===== src/rtl/fs_pkg.sv =====
package fs_pkg;
   // Kind of frame held in the output register
   typedef enum logic {
      KIND_DATA = 1'b0,
      KIND_SYNC = 1'b1
   } frame_kind_e;

   // Start and stop bit levels: they form the embedded clock edge
   localparam logic START_LVL = 1'b1;
   localparam logic STOP_LVL  = 1'b0;
endpackage


===== src/rtl/fs_slot_timer.sv =====
module fs_slot_timer #(
   parameter int FRAME_W = 12,
   parameter int SLOT_W  = 4
) (
   input  logic              clk,
   input  logic              rst_n,
   input  logic              pwr_dn,
   output logic [SLOT_W-1:0] slot,
   output logic              tick,
   output logic              wclk
);
   localparam logic [SLOT_W-1:0] LAST = SLOT_W'(FRAME_W - 1);
   localparam logic [SLOT_W-1:0] HALF = SLOT_W'(FRAME_W / 2);

   logic [SLOT_W-1:0] slot_q;

   always_ff @(posedge clk or negedge rst_n) begin
      if (!rst_n)            slot_q <= '0;
      else if (pwr_dn)       slot_q <= '0;
      else if (slot_q == LAST) slot_q <= '0;
      else                   slot_q <= slot_q + 1'b1;
   end

   assign slot = slot_q;
   assign tick = (slot_q == LAST);
   assign wclk = (slot_q < HALF);
endmodule


===== src/rtl/fs_capture.sv =====
module fs_capture #(
   parameter int DATA_W  = 10,
   parameter int FRAME_W = 12,
   parameter int SLOT_W  = 4
) (
   input  logic              clk,
   input  logic              rst_n,
   input  logic              pwr_dn,
   input  logic              cap_rise,
   input  logic [SLOT_W-1:0] slot,
   input  logic [DATA_W-1:0] din,
   output logic [DATA_W-1:0] word
);
   localparam logic [SLOT_W-1:0] RISE_PT = '0;
   localparam logic [SLOT_W-1:0] FALL_PT = SLOT_W'(FRAME_W / 2);

   logic              take;
   logic [DATA_W-1:0] word_q;

   assign take = !pwr_dn && (cap_rise ? (slot == RISE_PT) : (slot == FALL_PT));

   always_ff @(posedge clk or negedge rst_n) begin
      if (!rst_n)    word_q <= '0;
      else if (take) word_q <= din;
   end

   assign word = word_q;
endmodule


===== src/rtl/fs_sync_ctrl.sv =====
module fs_sync_ctrl #(
   parameter int HOLD_WORDS  = 6,
   parameter int BURST_WORDS = 1026,
   parameter int INIT_WORDS  = 1026
) (
   input  logic clk,
   input  logic rst_n,
   input  logic pwr_dn,
   input  logic tick,
   input  logic req,
   output logic load_sync,
   output logic init_done,
   output logic [$clog2(BURST_WORDS+1)-1:0] burst_left
);
   localparam int HOLD_W  = $clog2(HOLD_WORDS + 1);
   localparam int BURST_W = $clog2(BURST_WORDS + 1);
   localparam int INIT_W  = $clog2(INIT_WORDS + 1);
   localparam logic [HOLD_W-1:0]  HOLD_MAX  = HOLD_W'(HOLD_WORDS);
   localparam logic [HOLD_W-1:0]  HOLD_ARM  = HOLD_W'(HOLD_WORDS - 1);
   localparam logic [BURST_W-1:0] BURST_REM = BURST_W'(BURST_WORDS - 1);
   localparam logic [INIT_W-1:0]  INIT_MAX  = INIT_W'(INIT_WORDS);

   logic [HOLD_W-1:0]  hold_q;
   logic [BURST_W-1:0] burst_q;
   logic [INIT_W-1:0]  init_q;
   logic               block_q;   // set by a trigger, cleared by a low request sample
   logic               trig;
   logic [HOLD_W-1:0]  hold_inc;

   assign init_done = (init_q == '0);
   assign hold_inc  = (hold_q == HOLD_MAX) ? HOLD_MAX : hold_q + 1'b1;
   assign trig      = tick && init_done && req && !block_q &&
                      (burst_q == '0) && (hold_q == HOLD_ARM);
   assign load_sync = trig || (burst_q != '0) || (block_q && req);

   always_ff @(posedge clk or negedge rst_n) begin
      if (!rst_n) begin
         init_q  <= INIT_MAX;
         hold_q  <= '0;
         burst_q <= '0;
         block_q <= 1'b0;
      end else if (pwr_dn) begin
         init_q  <= INIT_MAX;
         hold_q  <= '0;
         burst_q <= '0;
         block_q <= 1'b0;
      end else if (tick) begin
         if (!init_done) begin
            init_q <= init_q - 1'b1;
         end else begin
            hold_q <= req ? hold_inc : '0;
            if (trig)                 burst_q <= BURST_REM;
            else if (burst_q != '0)   burst_q <= burst_q - 1'b1;
            if (trig)                 block_q <= 1'b1;
            else if (!req)            block_q <= 1'b0;
         end
      end
   end

   assign burst_left = burst_q;
endmodule


===== src/rtl/fs_shifter.sv =====
module fs_shifter
   import fs_pkg::*;
#(
   parameter int DATA_W  = 10,
   parameter int FRAME_W = 12,
   parameter int SLOT_W  = 4
) (
   input  logic              clk,
   input  logic              rst_n,
   input  logic              pwr_dn,
   input  logic              tick,
   input  logic              load_sync,
   input  logic [DATA_W-1:0] word,
   input  logic [SLOT_W-1:0] slot,
   output logic              ser_raw,
   output logic              is_sync
);
   localparam int HALF = FRAME_W / 2;

   logic [FRAME_W-1:0] data_frame;
   logic [FRAME_W-1:0] sync_frame;
   logic [FRAME_W-1:0] frame_q;
   frame_kind_e        kind_q;

   assign data_frame[0]         = START_LVL;
   assign data_frame[FRAME_W-1] = STOP_LVL;
   for (genvar i = 0; i < DATA_W; i++) begin : g_data_slot
      assign data_frame[i+1] = word[i];
   end
   for (genvar i = 0; i < FRAME_W; i++) begin : g_sync_slot
      assign sync_frame[i] = (i < HALF) ? 1'b1 : 1'b0;
   end

   always_ff @(posedge clk or negedge rst_n) begin
      if (!rst_n) begin
         frame_q <= '0;
         kind_q  <= KIND_DATA;
      end else if (pwr_dn) begin
         frame_q <= '0;
         kind_q  <= KIND_DATA;
      end else if (tick) begin
         frame_q <= load_sync ? sync_frame : data_frame;
         kind_q  <= load_sync ? KIND_SYNC : KIND_DATA;
      end
   end

   always_comb begin
      ser_raw = 1'b0;
      for (int i = 0; i < FRAME_W; i++) begin
         if (slot == SLOT_W'(i)) ser_raw = frame_q[i];
      end
   end

   assign is_sync = (kind_q == KIND_SYNC);
endmodule


===== src/rtl/frame_serializer.sv =====
module frame_serializer #(
   parameter int DATA_W      = 10,
   parameter int HOLD_WORDS  = 6,
   parameter int BURST_WORDS = 1026,
   parameter int INIT_WORDS  = 1026
) (
   input  logic              clk,
   input  logic              rst_n,
   input  logic [DATA_W-1:0] din,
   input  logic              cap_rise,
   input  logic              sync_a,
   input  logic              sync_b,
   input  logic              enable,
   input  logic              pwr_dn,
   output logic              ser_o,
   output logic              ser_oe,
   output logic              wclk_o
);
   localparam int FRAME_W = DATA_W + 2;
   localparam int SLOT_W  = $clog2(FRAME_W);
   localparam int BURST_W = $clog2(BURST_WORDS + 1);

   if (DATA_W < 2) begin : g_bad_width
      $error("DATA_W must be at least 2");
   end
   if ((FRAME_W % 2) != 0) begin : g_bad_half
      $error("frame length must be even for the half-ones sync pattern");
   end
   if (HOLD_WORDS < 1 || BURST_WORDS < 1 || INIT_WORDS < 1) begin : g_bad_count
      $error("hold, burst and init counts must be positive");
   end

   logic [SLOT_W-1:0]  slot_q;
   logic               tick;
   logic [DATA_W-1:0]  word;
   logic               load_sync;
   logic               init_done;
   logic [BURST_W-1:0] burst_left;
   logic               ser_raw;
   logic               is_sync;
   logic               req;

   assign req = sync_a | sync_b;

   fs_slot_timer #(.FRAME_W(FRAME_W), .SLOT_W(SLOT_W)) timer_i (
      .clk(clk), .rst_n(rst_n), .pwr_dn(pwr_dn),
      .slot(slot_q), .tick(tick), .wclk(wclk_o)
   );

   fs_capture #(.DATA_W(DATA_W), .FRAME_W(FRAME_W), .SLOT_W(SLOT_W)) cap_i (
      .clk(clk), .rst_n(rst_n), .pwr_dn(pwr_dn), .cap_rise(cap_rise),
      .slot(slot_q), .din(din), .word(word)
   );

   fs_sync_ctrl #(.HOLD_WORDS(HOLD_WORDS), .BURST_WORDS(BURST_WORDS),
                  .INIT_WORDS(INIT_WORDS)) ctrl_i (
      .clk(clk), .rst_n(rst_n), .pwr_dn(pwr_dn), .tick(tick), .req(req),
      .load_sync(load_sync), .init_done(init_done), .burst_left(burst_left)
   );

   fs_shifter #(.DATA_W(DATA_W), .FRAME_W(FRAME_W), .SLOT_W(SLOT_W)) shift_i (
      .clk(clk), .rst_n(rst_n), .pwr_dn(pwr_dn), .tick(tick),
      .load_sync(load_sync), .word(word), .slot(slot_q),
      .ser_raw(ser_raw), .is_sync(is_sync)
   );

   assign ser_oe = enable && !pwr_dn && init_done && !req;
   assign ser_o  = ser_oe && ser_raw;
endmodule


===== config.mk =====
export PLATFORM = sky130hd
export DESIGN_NAME = frame_serializer
export DESIGN_NICKNAME = d
export VERILOG_FILES = /design/src/rtl/fs_pkg.sv /design/src/rtl/fs_slot_timer.sv /design/src/rtl/fs_capture.sv /design/src/rtl/fs_sync_ctrl.sv /design/src/rtl/fs_shifter.sv /design/src/rtl/frame_serializer.sv
export SDC_FILE = /design/constraint.sdc
export NUM_CORES = 1
export LEC_CHECK = 0
export BUFFER_PORTS_ARGS = -buffer_cell sky130_fd_sc_hd__buf_2
export CAP_MARGIN = 15
export CORE_MARGIN = 1.5
export CORE_UTILIZATION = 45
export DETAILED_ROUTE_END_ITERATION = 10
export HOLD_SLACK_MARGIN = 0.12
export PLACE_DENSITY = 0.64
export RECOVER_POWER = 50
export SLEW_MARGIN = 20
export SYNTH_ARGS = -nofsm -noshare
export SYNTH_HDL_FRONTEND = slang
export SYNTH_SLANG_ARGS = --single-unit

===== constraint.sdc =====
create_clock -name clk -period 2.7 [get_ports clk]
set_clock_uncertainty 0.05 [all_clocks]
set_input_delay 0.81 -clock clk [delete_from_list [all_inputs] [get_ports clk]]
set_output_delay 0.81 -clock clk [all_outputs]
set_load 0.02 [all_outputs]

* After elaboration in Yosys (flattened, before gate mapping)
Cells that the tools add are included. W data, S select, Z words.
Operators by class: $add $sub $neg 4, reduce and logical (&&, ||, !) cells 27, muxes and demuxes 36, equal/unequal tests 15, magnitude comparators 1, bitwise gates (word level) 1
Operators with widths (count):
- $mux W11 | 9
- $mux W12 | 2
- $logic_not A11 Y1 | 2
- $sub A11 B1 Y11 const B | 2
- $mux W1 | 18
- $eq A4 B3 Y1 const B | 4
- $eq A4 B4 Y1 const B | 4
- $mux W3 | 5
- $logic_and A1 B1 Y1 | 11
- $reduce_bool A11 Y1 | 1
- $eq A4 B2 Y1 const B | 2
- $mux W4 | 2
- $eq A3 B3 Y1 const B | 2
- $reduce_and A3 Y1 | 2
- $add A4 B1 Y4 const B | 1
- $eq A4 B1 Y1 const B | 1
- $logic_not A4 Y1 | 1
- $lt A4 B3 Y1 const B | 1
- $reduce_and A2 Y1 | 2
- $reduce_bool A2 Y1 | 2
- $add A3 B1 Y3 const B | 1
- $logic_not A1 Y1 | 3
- $ne A3 B3 Y1 const B | 1
- $reduce_bool A3 Y1 | 1
- 3 further kinds | 4
Word-level totals: output and inout port bits 3, bits in registers 52

* Logic depth before layout (Yosys ltp)
Gate-level depths: netlist of the first run.
depth in word-level cells 14, gate-level depth with buffers 10

* By module
From an unflattened synthesis of the first run, not the netlist that was laid out.
Second synthesis, totals: cells, all modules 322, area total of the unflattened synthesis 3246.9 um2
By module, submodules not included:
- fs_sync_ctrl | times used 1, area each 1705.4 um2, cells each 177
- fs_capture | times used 1, area each 699.4 um2, cells each 61
- fs_shifter | times used 1, area each 611.8 um2, cells each 63
- fs_slot_timer | times used 1, area each 188.9 um2, cells each 17
- frame_serializer | times used 1, area each 41.3 um2, cells each 4

* Worst setup path before layout of the first run
OpenSTA, ideal clock, no wires.
kind register to output, start point reg ctrl_i.init_q[5], end point out ser_o, slack -241 ps, path buffers 0, data arrival time 2081 ps, data required time 1840 ps, cell stages (with the launch flop) 6, cell sequence dfrtp_1 > or4_1 > nor3_1 > nand2_1 > nor4_2 > and3_1
On the way: cells in the longest elaborated chain, start to end 4
RTL lines:
- start: declaration | line fs_sync_ctrl.sv:25 | logic [INIT_W-1:0] init_q;
- start signal: assignment | line fs_sync_ctrl.sv:49 | init_q <= init_q - 1'b1;
- $logic_not A11 Y1 | line fs_sync_ctrl.sv:30 | assign init_done = (init_q == '0);
- $logic_and A1 B1 Y1 (2 in a row) | line frame_serializer.sv:67 | assign ser_oe = enable && !pwr_dn && init_done && !req;
- via ser_oe | line frame_serializer.sv:16 | output logic ser_oe,
- $logic_and A1 B1 Y1 | line frame_serializer.sv:68 | assign ser_o = ser_oe && ser_raw;
- end: declaration | line frame_serializer.sv:15 | output logic ser_o,
The timed path passes the listed nets, and every way through them passes these cells.

* Worst setup path after layout of the first run
start point reg ctrl_i.init_q[6], end point out ser_o
On the way: cells in the longest elaborated chain, start to end 4
RTL lines (line):
- $logic_not A11 Y1 | fs_sync_ctrl.sv:30
- $logic_and A1 B1 Y1 (2 in a row) | frame_serializer.sv:67
- $logic_and A1 B1 Y1 | frame_serializer.sv:68
Every way passes these cells.

==> impl_metrics.tcl, run 1 <==
set metrics [dict create \
    vias_per_cell 5.37 \
    r2r_cells 18 \
    peakVddDrop_mv 0.382 \
    grt_pass1_wl_mm 9.93 \
    avgSynthCellArea_um2 10.0 \
    synth-seq-cells 51 \
    power_uw 1430 \
    h-tree-depth 2 \
    cp-start-kind "register" \
    wl_per_cell_um 14.9 \
    numClockSinks 51 \
    worstSetupPathType "register to primary output" \
    worstMarginPinSlew_ns 1.26 \
    tns_ns -0.529 \
    cp_slowest_cell "or4_4" \
    num-nets-final 341 \
    dieHeight_um 80.4 \
    vias 2077 \
    start_util 0.477 \
    cts-root-buf "clkbuf_8" \
    maxCapViolCount 0 \
    crit_required_ns 1.84 \
    min-delay-start "cap_i.word[7]" \
    synth_edf_count 0 \
    io_buffers 19 \
    critPathCaptureType "primary output" \
    synth_cell_types 51 \
    grt_pass1_vias 2136 \
    p_leak_uw 0.00141 \
    die-area_um2 6460 \
    synth_flop_cell "dfrtp_1" \
    grt_max_degree 52 \
    syn_area_um2 2690 \
    violations "setup timing" \
    hold_class "register to register" \
    die_w_um 80.4 \
    clk_latency_ns 0.31 \
    min_to "cap_i.word[7]" \
    timing.final.crit_share 1.10 \
    reg2reg_slack_ns -0.07 \
    min_period_ns 2.96 \
    ant_nets 0 \
    cts.clk_slew.worst_paths_ns 0.10 \
    yosysWarnings 0 \
    hold_viol 0 \
    r2r_end "ctrl_i.init_q[10]" \
    cts_buffer_depth 2 \
    route.detailed.drc 0 \
    hpwlAfterDp_mm 3.65 \
    p_per_area_nw_per_um2 445 \
    synth_top_area_cell "dfrtp_1" \
    worst_slack_ns -0.260 \
    syn_nets 296 \
    cts_tree "yes" \
    final_layout_size_suffix_gt1_frac 0.267 \
    cp.arrival_ns 2.10 \
    r2r_start "ctrl_i.init_q[6]" \
    rsz0062_at_grt "true" \
    track_usage 0.200 \
    place_congestion 0.844 \
    routed_wl_mm 5.78 \
    synthMostInstantiatedCell "dfrtp_1" \
    relSlewSlack 0.158 \
    drt_iter0_drc 144 \
    cts_made_buffers 5 \
    num_rows 27 \
    async_reset_ff_frac 1.00 \
    yosysSeqAreaShare 0.475 \
    drt-pass1-iter-count 4 \
    area_delta_synth_final_pct 19.8 \
    overflow 0 \
    antenna_cells 0 \
    crit_chain "or4_4 > nor3_4 > nand2_2 > nor4_4 > and3_4 > buf_6" \
    cpPeakStageDelay_ns 0.56 \
    core_um2 5640 \
    synthTopCellsByArea "dfrtp_1 (46%), nor2_1 (5.9%), ha_1 (4.6%), mux2_2 (4.6%), xor2_1 (3.6%)" \
    synth_common_cells "dfrtp_1 (49), nor2_1 (42), nand2_1 (16), a21oi_1 (14)" \
    drv_slew 0 \
    min_path_cells 1 \
    synth_top_area_frac 0.455 \
    io_pins 20 \
    finalSetupViolations 3 \
    syn_inst 269 \
    fmaxAchievable_mhz 338 \
    critPathMaxFanout 2 \
    antenna_found_initial 0 \
    outcome "complete, but fails checks" \
    cts_hold_buffers 0 \
]
==> layout by cell type, fill, tap and decap left out, types with 3 or more instances in the layout <==
master,count
buf_2,17
inv_1,11
buf_4,19
mux2i_1,4
ha_1,8
dfrtp_1,49
xor2_1,11
o2111ai_1,3
nand3b_1,5
a21oi_1,14
nor2b_1,5
nand2b_1,3
o21ai_0,9
mux2_2,11
nor2_1,42
clkbuf_8,5
xnor2_1,3
nand4_1,4
buf_6,12
nor3_1,10
nand2_1,15
nand3_1,4
a22oi_1,5
==> logic make-up after synthesis <==
group | Yosys count | synth area share
DFF | 51 | 0.475
adders and majority gates | 10 | 0.0464
xor gates and xnor gates | 14 | 0.0455
AOI/OAI and AO/OA | 47 | 0.120
buffers and inverters | 22 | 0.0358
and+or+nand+nor | 110 | 0.216
muxes | 15 | 0.0608
==> worst max-delay path: cells and delay by family, from the launching register on <==
family | cells | cell delay, ns
and+or+nand+nor | 5 | 1.28
buffers and inverters | 1 | 0.11
DFF | 1 | 0.40
==> flip-flops by register name, summed over array words and instances, names as in the netlist <==
register,count
ctrl_i.init_q,11
ctrl_i.block_q,1
cap_i.word,10
ctrl_i.burst_left,11
shift_i.frame_q,11
timer_i.slot,4
ctrl_i.hold_q,3
==> routing by layer <==
layer  share of wire  up-vias  wire length, µm  global-route usage
li1                -     1041                -                   -
met1            0.48     1004             2750               0.260
met2            0.48       25             2800               0.325
met3           0.026        7              152              0.0375
met4           0.015        0               85              0.0828
met5               0        -                0                   0
==> per-stage QoR <==
stage	area [µm²]	hold WS, ns	util	std cells	worst slack, ns
floorplan	2710	0.416	-	269	0.00195
global placement	2950	0.439	0.523	364	-0.0593
detailed placement	2950	0.449	0.523	364	-0.0650
CTS	3200	0.474	0.566	388	-0.204
global route	3230	0.491	0.572	387	-0.364
finish	3230	0.472	0.572	387	-0.260
==> worst max path at each step <==
stage | from | end | depth (start not counted)
2_1_floorplan | ctrl_i.init_q[5] | ser_o | 5
3_3_place_gp | sync_b | ser_o | 5
3_5_place_dp | sync_b | ser_o | 5
4_1_cts | timer_i.slot[1] | ser_o | 8
5_1_grt | ctrl_i.init_q[6] | ser_o | 6
6_report | ctrl_i.init_q[6] | ser_o | 6
==> cell type report <==
type | instances | area, µm²
timing repair buffer | 49 | 368
clock buffer | 5 | 68.8
multi-input combinational | 196 | 1360
clock inverter | 3 | 25.0
inverter | 11 | 41.3
fill | 493 | 2410
sequential | 51 | 1280
tap | 72 | 90.1
==> what timing repair did <==
action / in CTS / in global routing
pin swaps: 0 / 3
setup buffers: 16 / 1
setup endpoints to repair: 2 / 3
gates resized for setup: 9 / 11
==> power by group <==
group	total (µW)	internal (µW)	switching [µW]
Sequential	837	810	26.5
Clock	465	189	275
Combinational	133	67.4	65.9
(Power assumes the default switching activity.)
==> run 2, diff against run 1 <==
==> constraint.sdc (replaced) <==
create_clock -name clk -period 2.7 [get_ports clk]
set_clock_uncertainty 0.05 [all_clocks]
set_input_delay 0.675 -clock clk [delete_from_list [all_inputs] [get_ports clk]]
set_output_delay 0.675 -clock clk [all_outputs]
set_load 0.005 [all_outputs]
==> run 2 against run 1 <==
Net effect: the run still ends with setup timing left; setup slack improved by 0.25 ns; register-to-register slack improved by 0.43 ns; global-route usage decreased by 0.89 points; die area unchanged; sequential power about the same; via count decreased by 2.6%; power increased by 6.0%; clock-buffer cell count unchanged; fmax increased by 9.1%; design area decreased by 3.2%; critical path type unchanged; critical endpoint unchanged; largest power group unchanged.
==> impl_metrics.tcl, run 2 (synthesis results as in run 1) <==
set metrics [dict create \
    outcome "complete, but fails checks" \
    violations "setup timing" \
    dr_wl_met2_mm 2.46 \
    cts_tree "yes" \
    worstMarginPinSlew_ns 1.12 \
    pwr-share-comb 0.092 \
    cts_made_buffers 5 \
    die-area_um2 6460 \
    hold_viol 0 \
    route.detailed.drc 0 \
    cts.clk_slew.worst_paths_ns 0.10 \
    min_period_ns 2.71 \
    peakVddDrop_mv 0.289 \
    grt_pass1_wl_mm 9.47 \
    start_util 0.477 \
    p_int_uw 1160 \
    num-nets-final 328 \
    p_leak_uw 0.00134 \
    cts_buffer_depth 2 \
    die_w_um 80.4 \
    clockPowerShare 0.358 \
    crit_chain "or4_4 > nor3_4 > nand2_2 > nor4_4 > and3_1 > buf_2" \
    grt_max_degree 36 \
    critPathCaptureType "primary output" \
    hold_class "register to register" \
    wl_met1_mm 2.65 \
    numClockSinks 51 \
    switchingPower_uw 358 \
    cts_hold_buffers 0 \
    routed_wl_mm 5.41 \
    h-tree-depth 2 \
    vias_per_cell 5.41 \
    cpPeakStageDelay_ns 0.57 \
    timing.final.crit_share 1.00 \
    tns_ns -0.0124 \
    routed.top_layer "met4" \
    worstSetupPathType "register to primary output" \
    fmaxAchievable_mhz 369 \
    final_common_cell "dfrtp_1" \
    area_delta_synth_final_pct 15.9 \
    finalSetupViolations 1 \
    grt_pass1_vias 1988 \
    final_layout_size_suffix_gt1_frac 0.238 \
    antenna_cells 0 \
    io_buffers 19 \
    track_usage 0.191 \
    maxCapViolCount 0 \
    cp.arrival_ns 1.99 \
    num_rows 27 \
    critPathMaxFanout 2 \
    drt_iter0_drc 112 \
    crit_required_ns 1.98 \
    dp.cells 361 \
    antenna_found_initial 0 \
    overflow 0 \
    hpwlAfterDp_mm 3.81 \
    met3_length_um 215 \
    cp_slowest_cell "or4_4" \
    p_sw_frac 0.236 \
    io_pins 20 \
    finalNonFillerCells 374 \
    clk_latency_ns 0.31 \
    cp-start-kind "register" \
    drt-pass1-iter-count 4 \
    relSlewSlack 0.252 \
    p_seq_frac 0.550 \
    place_congestion 0.820 \
    cts-root-buf "clkbuf_8" \
    ant_nets 0 \
    layout_common_cells "dfrtp_1 (48), nor2_1 (42), buf_2 (17)" \
    wl_per_cell_um 14.5 \
    reg2reg_slack_ns 0.36 \
    rsz0062_at_grt "true" \
    p_per_area_nw_per_um2 487 \
    path_buf_inv 1 \
    dieHeight_um 80.4 \
    worst_slack_ns -0.0124 \
    core_um2 5640 \
    drv_slew 0 \
    cp_top_family "simple AND/OR/NAND/NOR gates" \
    vias 2024 \
]
==> run 2: worst register-to-register path, stage by stage (launching register included) <==
cell and delay (ns):
dfrtp_1 0.44, buf_4 0.17, ha_2 0.23, and3b_1 0.24
and4_1 0.22, buf_4 0.21, a211oi_2 0.47, a22oi_1 0.13
nor2_1 0.13
==> run 2: path summary, 6_finish.rpt <==
kind | cells after the start | start | endpoint
worst max-delay path | 6 | ctrl_i.init_q[5] | ser_o
worst min-delay path | 2 | shift_i.frame_q[0] | shift_i.frame_q[0]
worst max register to register | 8 | timer_i.slot[0] | shift_i.frame_q[9]
max in group asynchronous | 2 | rst_n | timer_i.slot[2]
min in group asynchronous | 1 | rst_n | ctrl_i.hold_q[2]
worst min register to register | 2 | shift_i.frame_q[0] | shift_i.frame_q[0]
==> run 2: repair_timing <==
action,4_1_cts,5_1_grt
pin swaps,2,0
endpoints found under the setup margin,2,2
gates resized for setup,14,1
setup buffers,3,2
==> run 2: power groups by stage <==
| stage | registers [µW] | logic [µW] | clock network [µW] |
|---|---|---|---|
| detailed placement | 852 | 128 | 0 |
| global route | 842 | 155 | 599 |
| CTS | 837 | 143 | 566 |
| global placement | 852 | 124 | 0 |
| floorplan | 844 | 83.4 | 0 |
| finish | 837 | 140 | 545 |
==> run 2: per-layer routing <==
metal  up-vias  GRT usage
li1       1015          -
met3         7     0.0420
met4         0     0.0655
met2        35      0.287
met1       967      0.271
met5         -          0
==> run 2: cell type report <==
class	count	area, µm²
multi-input cells	196	1380
clock inverters	3	47.5
fillers	508	2520
repair buffers	36	220
flip-flops and latches	51	1280
clock buffers	5	68.8
inverters	11	41.3
well taps	72	90.1
==> run 2: per-stage QoR <==
step	util	setup slack [ns]	area [µm²]	total power, µW	hold slack, ns
finish	0.554	-0.0124	3120	1520	0.461
floorplan	-	0.283	2690	927	0.329
global placement	0.517	0.176	2910	977	0.441
CTS	0.551	-0.00615	3110	1540	0.275
detailed placement	0.517	0.123	2910	980	0.440
global route	0.554	-0.124	3120	1600	0.491
